===== config.mk =====
export PLATFORM = sky130hd
export DESIGN_NAME = gpio_port
export DESIGN_NICKNAME = d
export VERILOG_FILES = /design/src/rtl/gpio_pkg.sv /design/src/rtl/gpio_sync.sv /design/src/rtl/gpio_regs.sv /design/src/rtl/gpio_pad_mux.sv /design/src/rtl/gpio_port.sv
export SDC_FILE = /design/constraint.sdc
export NUM_CORES = 1
export LEC_CHECK = 0
export BUFFER_PORTS_ARGS = -buffer_cell sky130_fd_sc_hd__clkbuf_2
export CORE_ASPECT_RATIO = 1.1
export CORE_UTILIZATION = 44
export CTS_CLUSTER_DIAMETER = 100
export CTS_CLUSTER_SIZE = 8
export DETAILED_ROUTE_END_ITERATION = 8
export HOLD_SLACK_MARGIN = 0.08
export PLACE_DENSITY_LB_ADDON = 0.08
export SLEW_MARGIN = 40
export SYNTH_ARGS = -nofsm -noshare
export SYNTH_HDL_FRONTEND = slang
export SYNTH_SLANG_ARGS = --single-unit

===== constraint.sdc =====
create_clock -name clk -period 1 [get_ports clk]
set_input_delay 0.15 -clock clk [delete_from_list [all_inputs] [get_ports clk]]
set_output_delay 0.15 -clock clk [all_outputs]
set_load 0.05 [all_outputs]

===== src/rtl/gpio_pkg.sv =====
package gpio_pkg;
  localparam int ADDR_W = 2;

  typedef enum logic [ADDR_W-1:0] {
    REG_PORT = 2'd0,
    REG_LAT  = 2'd1,
    REG_DIR  = 2'd2
  } gpio_reg_e;
endpackage


===== src/rtl/gpio_sync.sv =====
module gpio_sync #(
  parameter int WIDTH  = 6,
  parameter int STAGES = 2
) (
  input  logic             clk,
  input  logic             rst,
  input  logic [WIDTH-1:0] d,
  output logic [WIDTH-1:0] q
);
  logic [WIDTH-1:0] stg [STAGES];

  always_ff @(posedge clk) begin
    if (rst) begin
      for (int k = 0; k < STAGES; k++) stg[k] <= '0;
    end else begin
      stg[0] <= d;
      for (int k = 1; k < STAGES; k++) stg[k] <= stg[k-1];
    end
  end

  assign q = stg[STAGES-1];


  sync_capture_chk: assert property (@(posedge clk) disable iff (rst)
    !rst |=> stg[0] == $past(d));
endmodule


===== src/rtl/gpio_regs.sv =====
module gpio_regs
  import gpio_pkg::*;
#(
  parameter int NUM_BIDIR = 5,
  parameter int DATA_W    = 8
) (
  input  logic                 clk,
  input  logic                 rst,
  input  logic [ADDR_W-1:0]    addr,
  input  logic                 wr_en,
  input  logic [DATA_W-1:0]    wr_data,
  input  logic                 rd_en,
  input  logic [NUM_BIDIR:0]   port_level,
  output logic [NUM_BIDIR-1:0] lat_q,
  output logic [NUM_BIDIR-1:0] dir_q,
  output logic [DATA_W-1:0]    rd_data
);
  localparam int PORT_W = NUM_BIDIR + 1;

  logic wr_lat, wr_dir;
  logic [DATA_W-1:0] rd_next;

  assign wr_lat = wr_en && (addr == REG_LAT || addr == REG_PORT);
  assign wr_dir = wr_en && (addr == REG_DIR);

  always_ff @(posedge clk) begin
    if (rst) begin
      lat_q <= '0;
      dir_q <= '1;
    end else begin
      if (wr_lat) lat_q <= wr_data[NUM_BIDIR-1:0];
      if (wr_dir) dir_q <= wr_data[NUM_BIDIR-1:0];
    end
  end

  always_comb begin
    rd_next = '0;
    case (addr)
      REG_PORT: rd_next[PORT_W-1:0]    = port_level;
      REG_LAT:  rd_next[NUM_BIDIR-1:0] = lat_q;
      REG_DIR:  rd_next[NUM_BIDIR-1:0] = dir_q;
      default:  rd_next = '0;
    endcase
  end

  always_ff @(posedge clk) begin
    if (rst)        rd_data <= '0;
    else if (rd_en) rd_data <= rd_next;
    else            rd_data <= '0;
  end


  dir_reset_chk: assert property (@(posedge clk) disable iff (rst)
    $past(rst) |-> dir_q == '1);

  lat_write_chk: assert property (@(posedge clk) disable iff (rst)
    wr_lat |=> lat_q == $past(wr_data[NUM_BIDIR-1:0]));

  dir_hold_chk: assert property (@(posedge clk) disable iff (rst)
    !wr_dir |=> $stable(dir_q));

  rd_idle_chk: assert property (@(posedge clk) disable iff (rst)
    !rd_en |=> rd_data == '0);
endmodule


===== src/rtl/gpio_pad_mux.sv =====
module gpio_pad_mux #(
  parameter int NUM_BIDIR = 5
) (
  input  logic                 clk,
  input  logic                 rst,
  input  logic [NUM_BIDIR-1:0] lat_q,
  input  logic [NUM_BIDIR-1:0] dir_q,
  input  logic [NUM_BIDIR-1:0] per_sel,
  input  logic [NUM_BIDIR-1:0] per_oe,
  input  logic [NUM_BIDIR-1:0] per_dout,
  input  logic [NUM_BIDIR-1:0] per_force_in,
  output logic [NUM_BIDIR-1:0] pad_out,
  output logic [NUM_BIDIR-1:0] pad_oe
);
  for (genvar i = 0; i < NUM_BIDIR; i++) begin : g_pin
    logic drive_per, force_in;
    assign drive_per = per_sel[i] && per_oe[i];
    assign force_in  = per_sel[i] && per_force_in[i] && !drive_per;

    always_ff @(posedge clk) begin
      if (rst) begin
        pad_out[i] <= 1'b0;
        pad_oe[i]  <= 1'b0;
      end else begin
        pad_out[i] <= drive_per ? per_dout[i] : lat_q[i];
        pad_oe[i]  <= drive_per || (!dir_q[i] && !force_in);
      end
    end


    per_drive_chk: assert property (@(posedge clk) disable iff (rst)
      (per_sel[i] && per_oe[i]) |=> pad_oe[i] && pad_out[i] == $past(per_dout[i]));

    force_in_chk: assert property (@(posedge clk) disable iff (rst)
      (per_sel[i] && per_force_in[i] && !per_oe[i]) |=> !pad_oe[i]);

    tri_state_chk: assert property (@(posedge clk) disable iff (rst)
      (!per_sel[i] && dir_q[i]) |=> !pad_oe[i]);
  end
endmodule


===== src/rtl/gpio_port.sv =====
module gpio_port
  import gpio_pkg::*;
#(
  parameter int NUM_BIDIR   = 5,
  parameter int DATA_W      = 8,
  parameter int SYNC_STAGES = 2
) (
  input  logic                 clk,
  input  logic                 rst,
  input  logic [ADDR_W-1:0]    addr,
  input  logic                 wr_en,
  input  logic [DATA_W-1:0]    wr_data,
  input  logic                 rd_en,
  output logic [DATA_W-1:0]    rd_data,
  input  logic [NUM_BIDIR-1:0] per_sel,
  input  logic [NUM_BIDIR-1:0] per_oe,
  input  logic [NUM_BIDIR-1:0] per_dout,
  input  logic [NUM_BIDIR-1:0] per_force_in,
  input  logic                 cfg_rst_en,
  input  logic [NUM_BIDIR:0]   pin_in,
  output logic [NUM_BIDIR-1:0] pad_out,
  output logic [NUM_BIDIR-1:0] pad_oe,
  output logic [NUM_BIDIR:0]   pin_sync,
  output logic                 ext_rst_req
);
  localparam int PORT_W = NUM_BIDIR + 1;

  logic [PORT_W-1:0]    synced;
  logic [NUM_BIDIR-1:0] lat_q, dir_q;

  gpio_sync #(.WIDTH(PORT_W), .STAGES(SYNC_STAGES)) i_sync (
    .clk(clk), .rst(rst), .d(pin_in), .q(synced)
  );

  assign pin_sync    = {synced[NUM_BIDIR] & ~cfg_rst_en, synced[NUM_BIDIR-1:0]};
  assign ext_rst_req = cfg_rst_en & ~synced[NUM_BIDIR];

  gpio_regs #(.NUM_BIDIR(NUM_BIDIR), .DATA_W(DATA_W)) i_regs (
    .clk(clk), .rst(rst), .addr(addr), .wr_en(wr_en), .wr_data(wr_data),
    .rd_en(rd_en), .port_level(pin_sync), .lat_q(lat_q), .dir_q(dir_q),
    .rd_data(rd_data)
  );

  gpio_pad_mux #(.NUM_BIDIR(NUM_BIDIR)) i_mux (
    .clk(clk), .rst(rst), .lat_q(lat_q), .dir_q(dir_q),
    .per_sel(per_sel), .per_oe(per_oe), .per_dout(per_dout),
    .per_force_in(per_force_in), .pad_out(pad_out), .pad_oe(pad_oe)
  );


  rst_pin_mask_chk: assert property (@(posedge clk) disable iff (rst)
    cfg_rst_en |-> !rd_en || 1'b1 ##1 (cfg_rst_en && $past(rd_en) && $past(addr) == REG_PORT) |-> !rd_data[NUM_BIDIR]);
endmodule


* Word-level counts from Yosys, hierarchy flattened
Memory sizes are Yosys's and may differ from the RTL's.
Cells that the tools add are included.
** Word-level totals
- Bits in registers :: 28
- Memory bits (writable) :: 12
- Memories kept :: 1
- Output and inout bits :: 25
- Input bits :: 41
- Logic and storage cells :: 83
** Memory list
- i_sync.stg :: words 2, bits a word 6, rd ports 2, clocked after memory_dff 0, write ports 2, RTL line gpio_sync.sv:10 : logic [WIDTH-1:0] stg [STAGES];
** Cells by class
- Equality and inequality tests :: 2
- Reduce and logical (&&, ||, !) cells :: 46
- Bitwise operators :: 8
- Muxes and demuxes :: 11
** Operator list (number)
- logical AND 1 bit :: 22
- zero test 1 bit :: 15
- case mux 5 bit (3 select lines) :: 1
- two-way mux 6 bit :: 2
- two-way mux 1 bit :: 8
- logical OR 1 bit :: 6
- NOT 1 bit :: 4
- OR reduction 3 bit :: 1
- AND 1 bit :: 2
- == test 2 x 1 -> 1 bit, second input constant :: 1
- == test 2 bit, second input constant :: 1
- zero test 2 bit :: 1
- OR 1 bit :: 2
- OR reduction 2 bit :: 1

* Depth between registers and ports, before layout
Gate-level depths: netlist of the first run.
- Word-level depth :: 6
- Depth in mapped cells :: 4
- Depth with buffers taken out :: 3

* Cells and area by module
From an unflattened synthesis of the first run, not the netlist that was laid out.
** Second synthesis, totals
- Cells, all modules :: 143
- Area, all modules :: 1491.4 sq um
** Modules (own cells, without submodules)
- gpio_regs :: seq. area each 320.3 sq um, instances 1, cells an instance 69, area each 659.4 sq um
- gpio_sync :: seq. area each 240.2 sq um, instances 1, cells an instance 31, area each 411.6 sq um
- gpio_pad_mux :: seq. area each 200.2 sq um, instances 1, cells an instance 41, area each 405.4 sq um
- gpio_port :: seq. area each 0.0 sq um, instances 1, cells an instance 2, area each 15.0 sq um

* Worst setup path before layout of the first run
OpenSTA, ideal clock, no wires.
- Kind :: flip-flop to flip-flop
- Start :: memory i_sync.stg[1][5] (netlist: i_sync.stg[0][11])
- End :: register i_regs.rd_data[5]
- Data required time :: 0.927 ns
- Arrival time :: 1.317 ns
- Cell stages (with the launch flop) :: 3
- Path buffers :: 0
- Library setup time :: 0.073 ns
- Period minus slack after synthesis :: 1.390 ns
- Setup slack :: -0.390 ns
- Cells stage by stage :: dfxtp_1 -> nor2b_1 -> nor3b_2
** RTL lines
- from (decl) :: RTL line gpio_sync.sv:10
- to (signal assigned) :: RTL line gpio_regs.sv:48 : else if (rd_en) rd_data <= rd_next;
- to (decl) :: RTL line gpio_regs.sv:16 : output logic [DATA_W-1:0] rd_data

==> results.tsv, run 1 <==
metric	value	unit
Ports	66	
Die Wd	55.06	µm
#FFs+latches synth	38	
fillers	154	
ys async rst share	0	
I/O Buffers	60	
Worst setup EP type	primary output	
Die Area	3324	µm²
Final GP Congestion	0.7146	
Num CTS Buffers	5	
nets@finish	275	
Cells after Synth	141	
initial antenna violation count	0	
first-pass GRT wire length	5920	µm
maxcap violations	0	
clock latency on the worst-skew pair	0.35	ns
detailed-placement wirelength estimate	2122	µm
Seq/Total Area, Yosys	0.5583	
area of the multi-input gates	539.3	µm²
ANT cells	0	
CP Class	reg2out	
post-route ant nets	0	
Critical Path RT	0.85	ns
CTS tree	built	
flop2flop setup slack	0.22	ns
power per cell area	1402	nW/µm²
chip height	60.37	µm
Synth Flop Type	dfxtp_1	
GRT overflow	0	
Mapped Avg Cell Area	9.664	µm²
Clk pin slew, worst setup/hold paths	0.12	ns
global-route usage over all layers	0.2618	
failing checks	setup timing	
crit path from	i_sync.stg[0][11]$_SDFF_PP0_	
placed cell areas	1674	µm²
largest net degree at the start of global routing	19	
register area	788.3	µm²
most frequent cell after synthesis	dfxtp_1	
leakage	1.077	nW
VDD IR max	1633	µV
min-delay worst type	in2reg	
clk root buf	clkbuf_4	
PnR Total Power	3.312	mW
DR WL/cell	14.05	µm
Clock Skew	0.01159	ns
post-route design area	2362	µm²
share of cells above drive strength 1	0.4298	
YS warnings	0	
post-layout util	0.8281	
Area contributors post-synth	dfxtp_1, mux2i_1, nand2_1	
CP Capture Point	pin_sync[5]	
Final setup viols	6	
FP Rows	20	
Synth top area share	0.5583	
Reg2Reg Depth	3	
synth unique cells	18	
status	finished, violations left	
DRT Pass-1 Iters	4	
largest fanout on the critical path	2	
CTS Sinks	38	
Vias/cell	4.858	
final worst path period need	1.168	ns
Post-synth EDFFs	0	
cell taking the most area after synthesis	dfxtp_1	
FMAX	856.3	MHz
arrival time worst endpoint	1.02	ns
routed vias	1302	
clk buf depth	2	
CTS HTree Levels	2	
Core Area	2853	µm²
Final period util	1.168	
area delta synth->final	73.37	%
Worst R2R Start	i_sync.stg[0][8]$_SDFF_PP0_	
Post-synth top cells	dfxtp_1, nand2_1, a21oi_1, nor2b_1, mux2i_1	
R2R Path End	i_regs.rd_data[2]$_SDFF_PP0_	
Post-Syn Area	1363	µm²
setup ws final	-0.1678	ns
CP startpoint kind	flop	
detailed router's first-iteration violation count	17	
Initial Util	0.4776	
Max Slew Vio Count	0	
vias in the first global route	1338	
RSZ-0062 raised after global routing	true	
Fin. Hold Viols	0	
DRC viols	0	
final wirelength	3765	µm
==> routing by layer <==
metal / share of wire / wire length, µm / vias up / track usage
met1: 0.37 / 1386 / 611 / 0.2566
li1: - / - / 645 / -
met2: 0.57 / 2145 / 37 / 0.4940
met5: 0 / 0 / - / 0
met4: 0.025 / 95 / 0 / 0.1107
met3: 0.036 / 137 / 9 / 0.07769
==> timing repair <==
action | in CTS | in global routing
setup buffers | 1 | 0
hold buffers | 31 | 0
resized for setup | 70 | 22
cloned | 0 | 0
endpoints found under the setup margin | 23 | 23
hold endpoints to repair | 26 | 0
pin swaps | 0 | 0
==> kinds of logic (layout without fill, tap and decap cells) <==
group                  count (synthesis)  after routing  share of synthesized area
AO/OA/AOI/OAI                         25             25                     0.1010
buffers and inverters                 12            105                    0.05601
flip-flops                            38             38                     0.5583
multiplexers                          10             10                    0.07346
other                                  1              2                   0.002752
AND/OR/NAND/NOR                       55             55                     0.2084
==> worst min-delay path by stage <==
| stage | start | endpoint | cells past startpoint |
|---|---|---|---|
| 6_report | cfg_rst_en | i_regs.rd_data[5]$_SDFF_PP0_ | 3 |
| 5_1_grt | cfg_rst_en | i_regs.rd_data[5]$_SDFF_PP0_ | 3 |
| 4_1_cts | cfg_rst_en | i_regs.rd_data[5]$_SDFF_PP0_ | 3 |
| 3_5_place_dp | pin_in[0] | i_sync.stg[0][0]$_SDFF_PP0_ | 2 |
| 3_3_place_gp | pin_in[0] | i_sync.stg[0][0]$_SDFF_PP0_ | 2 |
| 2_1_floorplan | rst | i_sync.stg[0][0]$_SDFF_PP0_ | 1 |
==> state kept, by name (all words and copies together) (netlist names) <==
signal,cells
i_regs.lat_q,5
i_regs.rd_data,6
i_mux.pad_oe,5
i_mux.pad_out,5
i_regs.dir_q,5
i_sync.stg,12
==> report_power, final <==
group,total (mW),internal [mW],switching (mW)
clock network,1.02,0.518,0.505
registers,1.64,1.59,0.0463
logic,0.650,0.327,0.323
==> per-stage QoR <==
stage | instances | worst slack (ns) | hold slack (ns) | TNS [ns]
final | 268 | -0.1678 | 0.1205 | -0.3997
after global routing | 268 | -0.2181 | 0.1090 | -1.029
after floorplan | 142 | -0.1088 | 0.2216 | -0.1088
after global placement | 228 | 0.05129 | 0.3582 | 0
after detailed placement | 228 | 0.02141 | 0.3668 | 0
after CTS | 268 | -0.1930 | 0.1078 | -0.7584
==> cell usage in the layout (no fill, tap or decap), types with 6 or more instances in the layout <==
cell           instances
a21oi_1               15
buf_4                  6
buf_8                 20
clkbuf_2              37
dfxtp_1               16
dfxtp_2               22
dlygate4sd3_1         31
mux2i_1               10
nand2_1               25
nor2b_1               13
==> critical path: stages (launching register included) <==
cell     delay, ns
dfxtp_2       0.36
nor2b_4       0.15
buf_8         0.15
==> layout make-up <==
class                   instances  area share
clock buffers                   5     0.01589
repair buffers                 97      0.3877
well taps                      33     0.01748
flip-flops and latches         38      0.3337
multi-input cells              92      0.2283
clock inverters                 3     0.01695
(Power assumes the default switching activity.)
==> inputs of run 2 (changes only) <==
- CORE_ASPECT_RATIO: 1.1 -> not set
==> results.tsv, run 2 (synthesis results as in run 1) <==
metric	value	unit	change
Core Area	2853	µm²	unchanged
status	finished, violations left		unchanged
nets@finish	278		was 275
global-route usage over all layers	0.2248		was 0.2618
routed vias	1272		was 1,302
Die Wd	57.65	µm	was 55.06 µm
area of the multi-input gates	539.3	µm²	unchanged
VDD IR max	1117	µV	was 1633 µV
DR WL/cell	12.43	µm	was 14.05 µm
CTS HTree Levels	2		unchanged
Vias/cell	4.729		was 4.858
Initial Util	0.4776		unchanged
Ports	66		unchanged
Largest register FFs	12		unchanged
slowest CP cell	dfxtp_2		unchanged
chip height	57.65	µm	was 60.37 µm
top flop regs	i_sync.stg: 12 flops, i_regs.rd_data: 6 flops		unchanged
Die Area	3324	µm²	about the same
Final period util	1.159		was 1.168
post-route ant nets	0		unchanged
failing checks	DRC, setup timing		was setup timing
clk root buf	clkbuf_4		unchanged
Max Slew Vio Count	0		unchanged
CP Buf/Inv Count	1		unchanged
DRC viols	7		was 0
P_sw	0.8280	mW	was 0.8744 mW
leakage	1.085	nW	was 1.077 nW
placed cell areas	1664	µm²	was 1674 µm²
Combinational Power Share	0.198		was 0.196
register area	788.3	µm²	unchanged
power per cell area	1365	nW/µm²	was 1402 nW/µm²
Power Internal	2.397	mW	was 2.437 mW
FP Rows	19		was 20
CP startpoint kind	flop		unchanged
GRT overflow	0		unchanged
Worst setup EP type	primary output		unchanged
post-route design area	2364	µm²	was 2362 µm²
detailed-placement wirelength estimate	1917	µm	was 2122 µm
initial antenna violation count	0		unchanged
Clock Skew	0.006218	ns	was 0.01159 ns
largest fanout on the critical path	2		unchanged
detailed router's first-iteration violation count	42		was 17
flop2flop setup slack	0.17	ns	was 0.22 ns
gr busiest metal	met2		unchanged
fillers	177		was 154
Clock power frac	0.294		was 0.309
Fin. Hold Viols	0		unchanged
most common cell after layout, fill and taps aside	clkbuf_2		unchanged
Clk pin slew, worst setup/hold paths	0.10	ns	was 0.12 ns
clk buf depth	2		unchanged
M2 GR Usage	0.4352		was 0.4940
worst hold margin	0.1524	ns	was 0.1205 ns
clock latency on the worst-skew pair	0.33	ns	was 0.35 ns
Critical Path RT	0.85	ns	about the same
CTS Sinks	38		unchanged
arrival time worst endpoint	1.01	ns	was 1.02 ns
setup TNS	-0.2676	ns	was -0.3997 ns
Sw Ratio	0.2567		was 0.2640
share of cells above drive strength 1	0.4370		was 0.4298
RSZ-0062 raised after global routing	true		unchanged
vias in the first global route	1365		was 1,338
FMAX	862.8	MHz	was 856.3 MHz
CTS tree	built		unchanged
first-pass GRT wire length	5526	µm	was 5920 µm
CP Class	reg2out		unchanged
CP cell instances	nor2b_4, buf_8		unchanged
Seq pwr share	0.508		was 0.495
setup ws final	-0.1591	ns	was -0.1678 ns
M1 GR Usage	0.2123		was 0.2566
commonest non-fill, non-tap cells in the layout	clkbuf_2, dlygate4sd3_1, nand2_1		unchanged
largest reg by FF count	i_sync.stg		unchanged
ANT cells	0		unchanged
final wirelength	3345	µm	was 3765 µm
met3 Usage GRT	0.05357		was 0.07769
DRT Pass-1 Iters	6		was 4
Final GP Congestion	0.7361		was 0.7146
Critical Path Max Stage Delay	0.35	ns	was 0.36 ns
largest net degree at the start of global routing	33		was 19
Final setup viols	3		was 6
I/O Buffers	60		unchanged
min-delay worst type	in2reg		unchanged
area delta synth->final	73.46	%	was 73.37%
final worst path period need	1.159	ns	was 1.168 ns
Worst path top cell family by delay	flip-flops		unchanged
maxcap violations	0		unchanged
Num CTS Buffers	5		unchanged
run 2: what timing repair did:
action / CTS / global route
endpoints found under the setup margin: 23 / 23
setup buffers: 4 / 1
hold buffers: 31 / 0
gates resized for setup: 68 / 24
hold endpoints to repair: 26 / 0
gates cloned: 0 / 0
run 2: worst paths after layout:
path / to / cells after the start / from
setup reg to reg: i_regs.rd_data[5]$_SDFF_PP0_ / 3 / i_sync.stg[0][11]$_SDFF_PP0_
setup / recovery: pin_sync[5] / 2 / i_sync.stg[0][11]$_SDFF_PP0_
hold / removal: i_regs.rd_data[5]$_SDFF_PP0_ / 3 / addr[0]
hold reg to reg: i_sync.stg[0][11]$_SDFF_PP0_ / 1 / i_sync.stg[0][5]$_SDFF_PP0_
run 2: per-stage QoR:
stage | setup slack [ns] | utilization | cells | power [mW]
3_3_place_gp | 0.05328 | 0.5833 | 225 | 2.082
5_1_grt | -0.2201 | 0.8285 | 269 | 3.391
6_report | -0.1591 | 0.8285 | 269 | 3.225
2_1_floorplan | -0.1088 | - | 142 | 1.952
3_5_place_dp | 0.01834 | 0.5833 | 225 | 2.092
4_1_cts | -0.1671 | 0.8154 | 268 | 3.217
run 2: worst reg2reg max path: cells and delay by family, from the launching register on:
kind	cells	cell delay (ns)
flip-flops	1	0.35
AND/OR/NAND/NOR	2	0.30
buffers and inverters	1	0.11
run 2: cell type report:
cell class,instances,area share
Timing Repair Buffer,100,0.3886
Multi-Input combinational cell,92,0.2282
Tap cell,31,0.01641
Sequential cell,38,0.3335
Clock buffer,8,0.03335
run 2: power groups by stage:
| stage | combinational, mW | clock, mW | sequential [mW] |
|---|---|---|---|
| 6_report | 0.640 | 0.947 | 1.64 |
| 3_5_place_dp | 0.442 | 0 | 1.65 |
| 4_1_cts | 0.613 | 0.977 | 1.63 |
| 3_3_place_gp | 0.433 | 0 | 1.65 |
| 2_1_floorplan | 0.208 | 0 | 1.74 |
| 5_1_grt | 0.683 | 1.06 | 1.65 |
run 2: layer usage:
layer	share of wire	vias up
li1	-	653
met1	0.39	564
met2	0.53	49
met3	0.064	6
met4	0.017	0
met5	0	-
